[src/rtl/idx_pkg.sv]
package idx_pkg;
  typedef enum logic [2:0] {
    M_KEEP   = 3'd0,
    M_PDEC   = 3'd1,
    M_PINC   = 3'd2,
    M_PREINC = 3'd3,
    M_IMMREL = 3'd4,
    M_ACCREL = 3'd5
  } idx_mode_e;
endpackage

[src/rtl/idx_addr_calc.sv]
module idx_addr_calc
  import idx_pkg::*;
#(
  parameter int NUM_IDX = 4,
  parameter int BYTE_W  = 8,
  parameter int REL_IDX = NUM_IDX - 1,
  localparam int AW     = 2 * BYTE_W,
  localparam int SEL_W  = $clog2(NUM_IDX)
) (
  input  logic [NUM_IDX-1:0][AW-1:0] idx_i,
  input  logic                       acc_en_i,
  input  logic [2:0]                 mode_i,
  input  logic [SEL_W-1:0]           sel_i,
  input  logic [BYTE_W-1:0]          imm_i,
  input  logic [BYTE_W-1:0]          acc_i,
  output logic [AW-1:0]              addr_o,
  output logic                       upd_en_o,
  output logic [SEL_W-1:0]           upd_sel_o,
  output logic [AW-1:0]              upd_val_o
);
  logic [AW-1:0] base, inc, dec, imm_ext, acc_ext;

  assign base    = idx_i[sel_i];
  assign inc     = base + AW'(1);
  assign dec     = base - AW'(1);
  assign imm_ext = {{(AW-BYTE_W){1'b0}}, imm_i};
  assign acc_ext = {{(AW-BYTE_W){1'b0}}, acc_i};
  assign upd_sel_o = sel_i;

  always_comb begin
    addr_o    = '0;
    upd_en_o  = 1'b0;
    upd_val_o = base;
    case (idx_mode_e'(mode_i))
      M_KEEP:   addr_o = base;
      M_PDEC:   begin addr_o = base; upd_en_o = acc_en_i; upd_val_o = dec; end
      M_PINC:   begin addr_o = base; upd_en_o = acc_en_i; upd_val_o = inc; end
      M_PREINC: begin addr_o = inc;  upd_en_o = acc_en_i; upd_val_o = inc; end
      M_IMMREL: addr_o = idx_i[REL_IDX] + imm_ext;
      M_ACCREL: addr_o = base + acc_ext;
      default:  addr_o = '0;
    endcase
  end
endmodule

[src/rtl/idx_regfile.sv]
module idx_regfile #(
  parameter int NUM_IDX = 4,
  parameter int BYTE_W  = 8,
  localparam int AW     = 2 * BYTE_W,
  localparam int SEL_W  = $clog2(NUM_IDX),
  localparam int SLOT_W = $clog2(2 * NUM_IDX)
) (
  input  logic                       clk_i,
  input  logic                       rst_ni,
  input  logic                       wr_en_i,
  input  logic [SLOT_W-1:0]          wr_slot_i,
  input  logic [BYTE_W-1:0]          wr_data_i,
  input  logic                       upd_en_i,
  input  logic [SEL_W-1:0]           upd_sel_i,
  input  logic [AW-1:0]              upd_val_i,
  input  logic [SLOT_W-1:0]          rd_slot_i,
  output logic [BYTE_W-1:0]          rd_data_o,
  output logic [NUM_IDX-1:0][AW-1:0] idx_o
);
  logic [2*NUM_IDX-1:0][BYTE_W-1:0] bytes;

  for (genvar g = 0; g < NUM_IDX; g++) begin : g_idx
    logic hit_lo, hit_hi, upd_me;
    assign hit_lo = wr_en_i && (wr_slot_i == SLOT_W'(2*g));
    assign hit_hi = wr_en_i && (wr_slot_i == SLOT_W'(2*g+1));
    assign upd_me = upd_en_i && (upd_sel_i == SEL_W'(g));

    // a byte write into the pair drops the mode update for that pair
    always_ff @(posedge clk_i or negedge rst_ni) begin
      if (!rst_ni)     idx_o[g] <= '0;
      else if (hit_lo) idx_o[g][BYTE_W-1:0] <= wr_data_i;
      else if (hit_hi) idx_o[g][AW-1:BYTE_W] <= wr_data_i;
      else if (upd_me) idx_o[g] <= upd_val_i;
    end
  end

  assign bytes     = idx_o;
  assign rd_data_o = bytes[rd_slot_i];
endmodule

[src/rtl/idx_addr_gen.sv]
module idx_addr_gen #(
  parameter int NUM_IDX = 4,
  parameter int BYTE_W  = 8,
  localparam int AW     = 2 * BYTE_W,
  localparam int SEL_W  = $clog2(NUM_IDX),
  localparam int SLOT_W = $clog2(2 * NUM_IDX)
) (
  input  logic              clk_i,
  input  logic              rst_ni,
  input  logic              acc_en_i,
  input  logic [2:0]        mode_i,
  input  logic [SEL_W-1:0]  sel_i,
  input  logic [BYTE_W-1:0] imm_i,
  input  logic [BYTE_W-1:0] acc_i,
  input  logic              imem_i,
  input  logic              wr_en_i,
  input  logic [SLOT_W-1:0] wr_slot_i,
  input  logic [BYTE_W-1:0] wr_data_i,
  input  logic [SLOT_W-1:0] rd_slot_i,
  output logic [AW-1:0]     addr_o,
  output logic              addr_imem_o,
  output logic [BYTE_W-1:0] rd_data_o
);
  logic [NUM_IDX-1:0][AW-1:0] idx_q;
  logic                       upd_en;
  logic [SEL_W-1:0]           upd_sel;
  logic [AW-1:0]              upd_val;

  idx_addr_calc #(.NUM_IDX(NUM_IDX), .BYTE_W(BYTE_W)) i_calc (
    .idx_i(idx_q), .acc_en_i(acc_en_i), .mode_i(mode_i), .sel_i(sel_i),
    .imm_i(imm_i), .acc_i(acc_i), .addr_o(addr_o), .upd_en_o(upd_en),
    .upd_sel_o(upd_sel), .upd_val_o(upd_val)
  );

  idx_regfile #(.NUM_IDX(NUM_IDX), .BYTE_W(BYTE_W)) i_regs (
    .clk_i(clk_i), .rst_ni(rst_ni), .wr_en_i(wr_en_i), .wr_slot_i(wr_slot_i),
    .wr_data_i(wr_data_i), .upd_en_i(upd_en), .upd_sel_i(upd_sel),
    .upd_val_i(upd_val), .rd_slot_i(rd_slot_i), .rd_data_o(rd_data_o),
    .idx_o(idx_q)
  );

  assign addr_imem_o = imem_i;

  a_r3_keep_stable: assert property (@(posedge clk_i) disable iff (!rst_ni)
    acc_en_i && mode_i == 3'd0 && !wr_en_i |=> $stable(idx_q));
  a_r4_post_dec: assert property (@(posedge clk_i) disable iff (!rst_ni)
    acc_en_i && mode_i == 3'd1 && !wr_en_i |=>
    idx_q[$past(sel_i)] == $past(idx_q[sel_i]) - AW'(1));
  a_r5_post_inc_addr: assert property (@(posedge clk_i) disable iff (!rst_ni)
    acc_en_i && mode_i == 3'd2 |-> addr_o == idx_q[sel_i]);
  a_r6_pre_inc_addr: assert property (@(posedge clk_i) disable iff (!rst_ni)
    acc_en_i && mode_i == 3'd3 |-> addr_o == idx_q[sel_i] + AW'(1));
  a_r7_imm_no_update: assert property (@(posedge clk_i) disable iff (!rst_ni)
    acc_en_i && mode_i == 3'd4 && !wr_en_i |=> $stable(idx_q));
  a_r9_bad_code: assert property (@(posedge clk_i) disable iff (!rst_ni)
    mode_i > 3'd5 |-> addr_o == '0);
  a_r11_idle: assert property (@(posedge clk_i) disable iff (!rst_ni)
    !acc_en_i && !wr_en_i |=> $stable(idx_q));
endmodule

[config.mk]
export PLATFORM = sky130hd
export DESIGN_NAME = idx_addr_gen
export DESIGN_NICKNAME = d
export VERILOG_FILES = /design/src/rtl/idx_pkg.sv /design/src/rtl/idx_addr_calc.sv /design/src/rtl/idx_regfile.sv /design/src/rtl/idx_addr_gen.sv
export SDC_FILE = /design/constraint.sdc
export NUM_CORES = 1
export LEC_CHECK = 0
export BUFFER_PORTS_ARGS = -buffer_cell sky130_fd_sc_hd__buf_4
export CAP_MARGIN = 15
export CORE_ASPECT_RATIO = 0.9
export CORE_UTILIZATION = 40
export CTS_BUF_LIST = sky130_fd_sc_hd__clkbuf_8 sky130_fd_sc_hd__clkbuf_16
export CTS_CLUSTER_DIAMETER = 40
export DETAILED_ROUTE_END_ITERATION = 8
export GPL_TIMING_DRIVEN = 0
export PLACE_DENSITY = 0.63
export SYNTH_ARGS = -nofsm -noshare
export SYNTH_HDL_FRONTEND = slang
export SYNTH_SLANG_ARGS = --single-unit
[constraint.sdc]
create_clock -name clk_i -period 5.1 [get_ports clk_i]
set_input_delay 0.765 -clock clk_i [delete_from_list [all_inputs] [get_ports clk_i]]
set_output_delay 0.765 -clock clk_i [all_outputs]
set_load 0.05 [all_outputs]
# Yosys cells after proc, flatten, opt, wreduce, memory -nomap -nowiden
# Index checks and enable logic that the tools add are counted.
# word_totals
output_inout_bits	25
inputBits	40
register_bits	64
elab_cells	94
# classes
reduce_logical	34
muxes	23
n_lt_le_gt_ge	2
add_sub_neg	4
bitwise_logic	4
eq_ne	19
# ops
cell	n
two-way mux 8 bit	13
two-way mux 16 bit	5
case mux 16 bit (4 select lines)	1
adder 16 x 8 -> 16 bit	2
binary-select mux 16 bit (select 2 bit)	1
case mux 16 bit (2 select lines)	1
binary-select mux 8 bit (select 3 bit)	1
equality test 3 bit (second input constant)	6
adder 16 x 1 -> 16 bit (second input constant)	1
AND reduction 2 bit	8
nonzero test 2 bit	8
subtractor 16 x 1 -> 16 bit (second input constant)	1
equality test 3 x 2 -> 1 bit (second input constant)	4
logical AND 1 bit	12
!= test 2 x 1 -> 1 bit (second input constant)	4
equality test 3 x 1 -> 1 bit (second input constant)	2
logical NOT 3 bit	2
OR reduction 3 bit	2
equality test 2 bit (second input constant)	2
less-than comparator 3 x 4 -> 1 bit (second input constant)	1
NOT 1 bit	4
less-than comparator 2 x 3 -> 1 bit (second input constant)	1
equality test 2 x 1 -> 1 bit (second input constant)	1
logical NOT 2 bit	1
2 further kinds	2

# Longest topological paths before layout
# Gate-level depths: netlist (run 1).
# logic_depth
ltp_word	7
depth_mapped	12
mapped_depth_nobuf	10

# By module
# A second synthesis (run 1) with hierarchy kept.
# unflattened
hier_cells	705
area_unflattened_um2	7048.0
# modules_own_cells
module	n_inst	area_each_um2	seq_area_each_um2	cells_each
idx_regfile	1	4488.1	1601.5	360
idx_addr_calc	1	2552.4	0.0	344
idx_addr_gen	1	7.5	0.0	1

# Least setup slack after synthesis (run 1)
# No wires, ideal clock.
# synth_path
path_kind	in2out
start	input port sel_i[0]
end	output port addr_o[14]
path_buffers	2
path_stages	12
arrival_ps	3848
required_ps	4335
slack_ps	487
path_cell_list	buf_6 mux4_2 buf_2 ha_1 fa_1 a21o_1 a211oi_1 nor2_1 o21a_1 a21oi_1 nor3b_1 o22ai_1
# synth_via
elab_chain_cells	4
word_cells_on_any_way	5
cone_classes	add/sub: 2; mux: 3
# synth_rtl
element	line	rtl
start, declared	idx_addr_gen.sv:12	input logic [SEL_W-1:0] sel_i,
binary-select mux 16 bit (select 2 bit) *	idx_addr_calc.sv:23	assign base = idx_i[sel_i];
two-way mux 16 bit (implied by the code) *	idx_addr_calc.sv:23	
adder 16 x 8 -> 16 bit or adder 16 x 1 -> 16 bit (tied branches)	idx_addr_calc.sv:40, idx_addr_calc.sv:24	
case mux 16 bit (4 select lines) *	idx_addr_calc.sv:34	case (idx_mode_e'(mode_i))
end, declared	idx_addr_gen.sv:20	output logic [AW-1:0] addr_o,
# Mark *: on every way between the ends. The rest lies on a longest branch, timed or not. The select of a mux whose other input is x is not followed.

# Final worst setup path (run 1)
# layout_path
start	input port sel_i[0]
end	output port addr_o[13]
# The elaborated chain is that of the path after synthesis.

==> flow_summary.ini, run 1 <==
[floorplan]
core_area_um2 = 14000
row_count = 41
ios = 65
fp.dieW_um = 128
start_util_pct = 40.9
die_h_um = 116
dieArea_um2 = 14800

[final_layout]
finalNonFillerCells = 892
n_antenna_cell = 0
largest_registers = i_regs.idx_o (64)
nets = 754
area_growth_syn_to_layout_pct = 16.1
final_util_pct = 47.5
layout_common_cells = nand2_1, dfrtp_1, o21ai_0
regMostFlops = i_regs.idx_o
largest_reg_flops = 64
final_common_cell = nand2_1
drive_above_1_share_pct = 20.0

[critical_path]
crit_chain = buf_6 > mux4_2 > buf_2 > ha_1 > a21o_1 > a21o_1 > a2111oi_1 > nor3_1 > o21ai_0 > or2_2 > o221ai_1 > buf_4
cp.required_ns = 4.34
cpPeakStageDelay_ns = 0.69
crit_slowest_cell = a2111oi_1
cp-startpoint = sel_i[0]
ff2ff_setup_slack_ns = 1.94
start_kind = input pin
crit_type = in2out
worstPathArrival_ns = 4.11
cp_common_cell = a21o_1
crit_path_end_kind = primary output
crit_path_max_fanout = 10
r2r-start = i_regs.idx_o[49]$_DFFE_PN0P_

[logic_synthesis]
synth.yosys.seq_area_share_pct = 28.0
yosysTopAreaCell = dfrtp_1
synth_area_um2 = 5730
ys_warn_count = 0
synth_area_leaders = dfrtp_1, mux4_2, o21ai_0, nand2_1, a22oi_1
synth_seq_cells = 64
synth_edf_count = 0
ys_async_sr_fraction_pct = 100
syn_nets = 695
synth_flop_cell = dfrtp_1
syn_inst = 635
ys_types = 61
postSynthAreaPerCell_um2 = 9.02
yosys.area.top_type_share_pct = 28.0

[drt]
post-route-drc-count = 0
drt_wl_total_mm = 19.8
wl_per_cell_um = 22.2
antenna_left = 0
dr.pass1.iters = 6
vias_per_cell = 6.20
num_vias = 5530
drt_iter0_markers = 638

[global_routing]
grt.met3_usage_pct = 7.76
grt_usage_pct = 27.9
grt_max_degree = 65
gr-total-overflow = 0
grt_pass1_wl_mm = 30.5
top_usage_layer = met2
grt_pass1_vias = 5328
gr-usage-met2_pct = 40.7
antenna_found_initial = 1
gr-usage-met1_pct = 38.8

[min_path]
hold_path_class = in2async

[pwr]
power_density_nw_per_um2 = 565
ir_worst_vdd_uv = 201
leakage_nw = 2.76

[cts]
path_clk_slew_ns = 0.05
post_cts_buffers = 0
clock-sinks = 64
root_buffer = clkbuf_16
cts_buffer_depth = 2
clk_latency_ns = 0.34
h-tree-depth = 3
cts_tree = done
cts_made_buffers = 9

[place]
io_buffers = 48
dp_hpwl_mm = 15.3
dpl.cell_count = 876
gp_congestion = 1.01

[timing]
drv_slew = 0
timing.final.crit_period_ns = 4.87
slew_headroom_pct = 37.1
final.setup_skew_ns = 0.00879
max_freq_mhz = 205
fin_crit_sh_pct = 95.5
setup_viol = 0
setup_tns_ns = 0
hold_viol = 0
rsz0062_at_grt = false
worstMarginPinSlew_ns = 0.940

[flow_run]
max-cap-violations = 0

[status]
run_status = completed
-- worst max-delay path: cells and delay by family --
kind,cells,cell delay [ns]
compound gates,5,1.64
fa+ha+maj,1,0.23
buf+inv,3,0.59
mux,1,0.55
simple gates,2,0.32
-- logic make-up (layout without fill, tap and decap cells) --
logic type / count (synthesis) / in the layout / share of synthesized area, %
AND/OR/NAND/NOR: 198 / 198 / 16.8
XOR/XNOR: 39 / 39 / 5.96
multiplexers: 58 / 58 / 17.4
flip-flops: 64 / 64 / 28.0
buffers and inverters: 52 / 116 / 4.13
adder cells (fa/ha/maj): 20 / 20 / 4.63
AO/OA/AOI/OAI: 204 / 204 / 23.1
-- layout make-up --
| cell class | count | area, µm² |
|---|---|---|
| Clock buffer | 10 | 239 |
| Sequential cell | 64 | 1600 |
| Clock inverter | 6 | 82.6 |
| Fill cell | 1340 | 7350 |
| Timing Repair Buffer | 48 | 360 |
| Inverter | 8 | 30.0 |
| Multi-Input combinational cell | 519 | 3890 |
| Buffer | 44 | 206 |
| Tap cell | 193 | 241 |
-- stage by stage --
stage               setup slack, ns  power, mW  hold slack [ns]  instance area (µm²)
floorplan                     0.487       2.40            0.462                 5730
finish                        0.229       3.76            0.530                 6650
CTS                           0.136       3.72            0.520                 6650
detailed placement            0.146       3.03            0.505                 6330
global route                  0.115       3.97            0.546                 6650
global placement              0.120       3.00            0.493                 6330
-- cell usage after synthesis (12+ instances only) --
library cell	n
a22oi_1	35
xor2_1	20
nand2_1	74
xnor2_1	19
mux2i_1	13
ha_1	18
nor2_1	48
nand3_1	12
a21oi_1	38
clkbuf_1	23
a21o_1	12
dfrtp_1	64
o21ai_0	58
mux2_2	13
nor3_1	16
mux4_2	32
o22ai_1	12
-- layer usage --
metal	routed length, µm	share of wire [%]	up-vias
met5	12	0.061	-
met3	1920	9.7	50
met2	8690	44	279
met1	8480	43	2699
li1	-	-	2500
met4	726	3.7	2
-- worst paths after layout --
kind	to	cells after the start
min in group clk_i	i_regs.idx_o[1]$_DFFE_PN0P_	2
max in group asynchronous	i_regs.idx_o[35]$_DFFE_PN0P_	1
worst max-delay path	addr_o[13]	12
worst min-delay path	i_regs.idx_o[2]$_DFFE_PN0P_	1
worst min register to register	i_regs.idx_o[1]$_DFFE_PN0P_	2
worst max register to register	i_regs.idx_o[42]$_DFFE_PN0P_	10
-- where the power goes --
group | switching [mW] | leakage (nW) | internal, mW
Combinational | 1.25 | 1.80 | 0.844
Sequential | 0.273 | 0.801 | 0.706
Clock | 0.238 | 0.158 | 0.438
-- what timing repair did --
action | CTS | global route
hold buffers | 0 | 0
gates resized for setup | 0 | 1
setup endpoints to repair | 0 | 2
No activity file was read; power rests on OpenSTA's default activity.
==> run 2, diff against run 1 <==
==> constraint.sdc (replaced) <==
create_clock -name clk_i -period 5.1 [get_ports clk_i]
set_input_delay 0.255 -clock clk_i [delete_from_list [all_inputs] [get_ports clk_i]]
set_output_delay 0.255 -clock clk_i [all_outputs]
set_load 0.05 [all_outputs]
==> run 2 against run 1 <==
Combinational power hardly changed. Hold slack worse by 0.51 ns. Clock power hardly changed. Fmax is 11% higher. Sequential power hardly changed. Die area stayed put.
==> flow_summary.ini, run 2 (same netlist as run 1, synthesis figures left out) <==
[status]
run_status = completed

[final_layout]
nets = 754
drive_above_1_share_pct = 20.0
finalNonFillerCells = 892
fin_area_um2 = 6650
final_util_pct = 47.5
area_growth_syn_to_layout_pct = 16.1
largest_registers = i_regs.idx_o (64)
final_common_cell = nand2_1
largest_reg_flops = 64
n_antenna_cell = 0
layout_common_cells = nand2_1, dfrtp_1, o21ai_0
regMostFlops = i_regs.idx_o

[floorplan]
row_count = 41
die_h_um = 116
dieArea_um2 = 14800
ios = 65
core_area_um2 = 14000
start_util_pct = 40.9
fp.dieW_um = 128

[cts]
cts_made_buffers = 9
path_clk_slew_ns = 0.06
root_buffer = clkbuf_16
cts_tree = done
postCtsHoldBufs = 0
clk_latency_ns = 0.34
h-tree-depth = 3
cts.repair.resized = 0
clock-sinks = 64
post_cts_buffers = 0
cts_buffer_depth = 2

[critical_path]
cp-startpoint = i_regs.idx_o[49]$_DFFE_PN0P_
crit_chain = mux4_2 > ha_1 > a21o_1 > a21o_1 > a2111oi_0 > nor3_1 > o21ai_0 > or2_2 > o221ai_1 > buf_4
cpPeakStageDelay_ns = 0.84
crit_slowest_cell = a2111oi_0
cp.required_ns = 4.85
critPathTopFamily = compound AO/OA/AOI/OAI gates
r2r-start = i_regs.idx_o[49]$_DFFE_PN0P_
crit_type = reg2out
path_buf_inv = 1
crit_path_end_kind = primary output
worst-path-stages = 10
crit_path_max_fanout = 10
worstPathArrival_ns = 4.15
r2r_cells = 10
start_kind = flop
cp_common_cell = a21o_1

[place]
place_area_um2 = 6330
dpl.cell_count = 876
gp_congestion = 1.01
dp_hpwl_mm = 15.3
place_ws_ns = 1.13
io_buffers = 48

[global_routing]
gr-total-overflow = 0
gr-usage-met1_pct = 38.8
gr-usage-met2_pct = 40.7
grt_usage_pct = 27.9
grt_pass1_vias = 5328
antenna_found_initial = 1
grt.met3_usage_pct = 7.76
top_usage_layer = met2
grt_pass1_wl_mm = 30.5
grt_max_degree = 65

[timing]
timing.final.crit_period_ns = 4.41
rsz0062_at_grt = false
setup_tns_ns = 0
drv_slew = 0
timing.final.ws_setup_ns = 0.694
slew_headroom_pct = 38.0
fin_crit_sh_pct = 86.4
hold_ws_ns = 0.0239
final.setup_skew_ns = 0.00887
hold_viol = 0
max_freq_mhz = 227
worstMarginPinSlew_ns = 0.906
setup_viol = 0

[drt]
num_vias = 5538
post-route-drc-count = 0
drt_wl_total_mm = 19.8
wl_per_cell_um = 22.2
antenna_left = 0
vias_per_cell = 6.21
dr.pass1.iters = 5
drt_iter0_markers = 638

[pwr]
leakage_nw = 2.76
ir_worst_vdd_uv = 201
power_density_nw_per_um2 = 564
power_mw = 3.75

[min_path]
hold_path_class = in2async

[flow_run]
max-cap-violations = 0
run 2: area by class of cell:
type | count | area [µm²]
tap | 193 | 241
clock buffer | 10 | 239
clock inverter | 6 | 82.6
sequential | 64 | 1600
timing repair buffer | 48 | 360
inverter | 8 | 30.0
buffer | 44 | 206
multi-input combinational | 519 | 3890
fill | 1340 | 7350
run 2: where the power goes:
| part | leakage, nW | internal, mW | total, mW | switching, mW |
|---|---|---|---|---|
| logic | 1.80 | 0.843 | 2.09 | 1.25 |
| registers | 0.801 | 0.706 | 0.980 | 0.273 |
| clock network | 0.158 | 0.438 | 0.677 | 0.239 |
run 2: layer usage:
layer / routed length [µm] / share of wire, %
met1: 8400 / 42
met3: 2000 / 10
met2: 8640 / 44
met5: 12 / 0.061
met4: 730 / 3.7
run 2: worst paths after layout:
kind	slack (ns)	endpoint
worst max register to register	1.93	i_regs.idx_o[42]$_DFFE_PN0P_
worst min register to register	0.53	i_regs.idx_o[1]$_DFFE_PN0P_
min in group clk_i	0.37	i_regs.idx_o[35]$_DFFE_PN0P_
max in group asynchronous	4.50	i_regs.idx_o[27]$_DFFE_PN0P_
worst min-delay path	0.02	i_regs.idx_o[2]$_DFFE_PN0P_
worst max-delay path	0.69	addr_o[13]
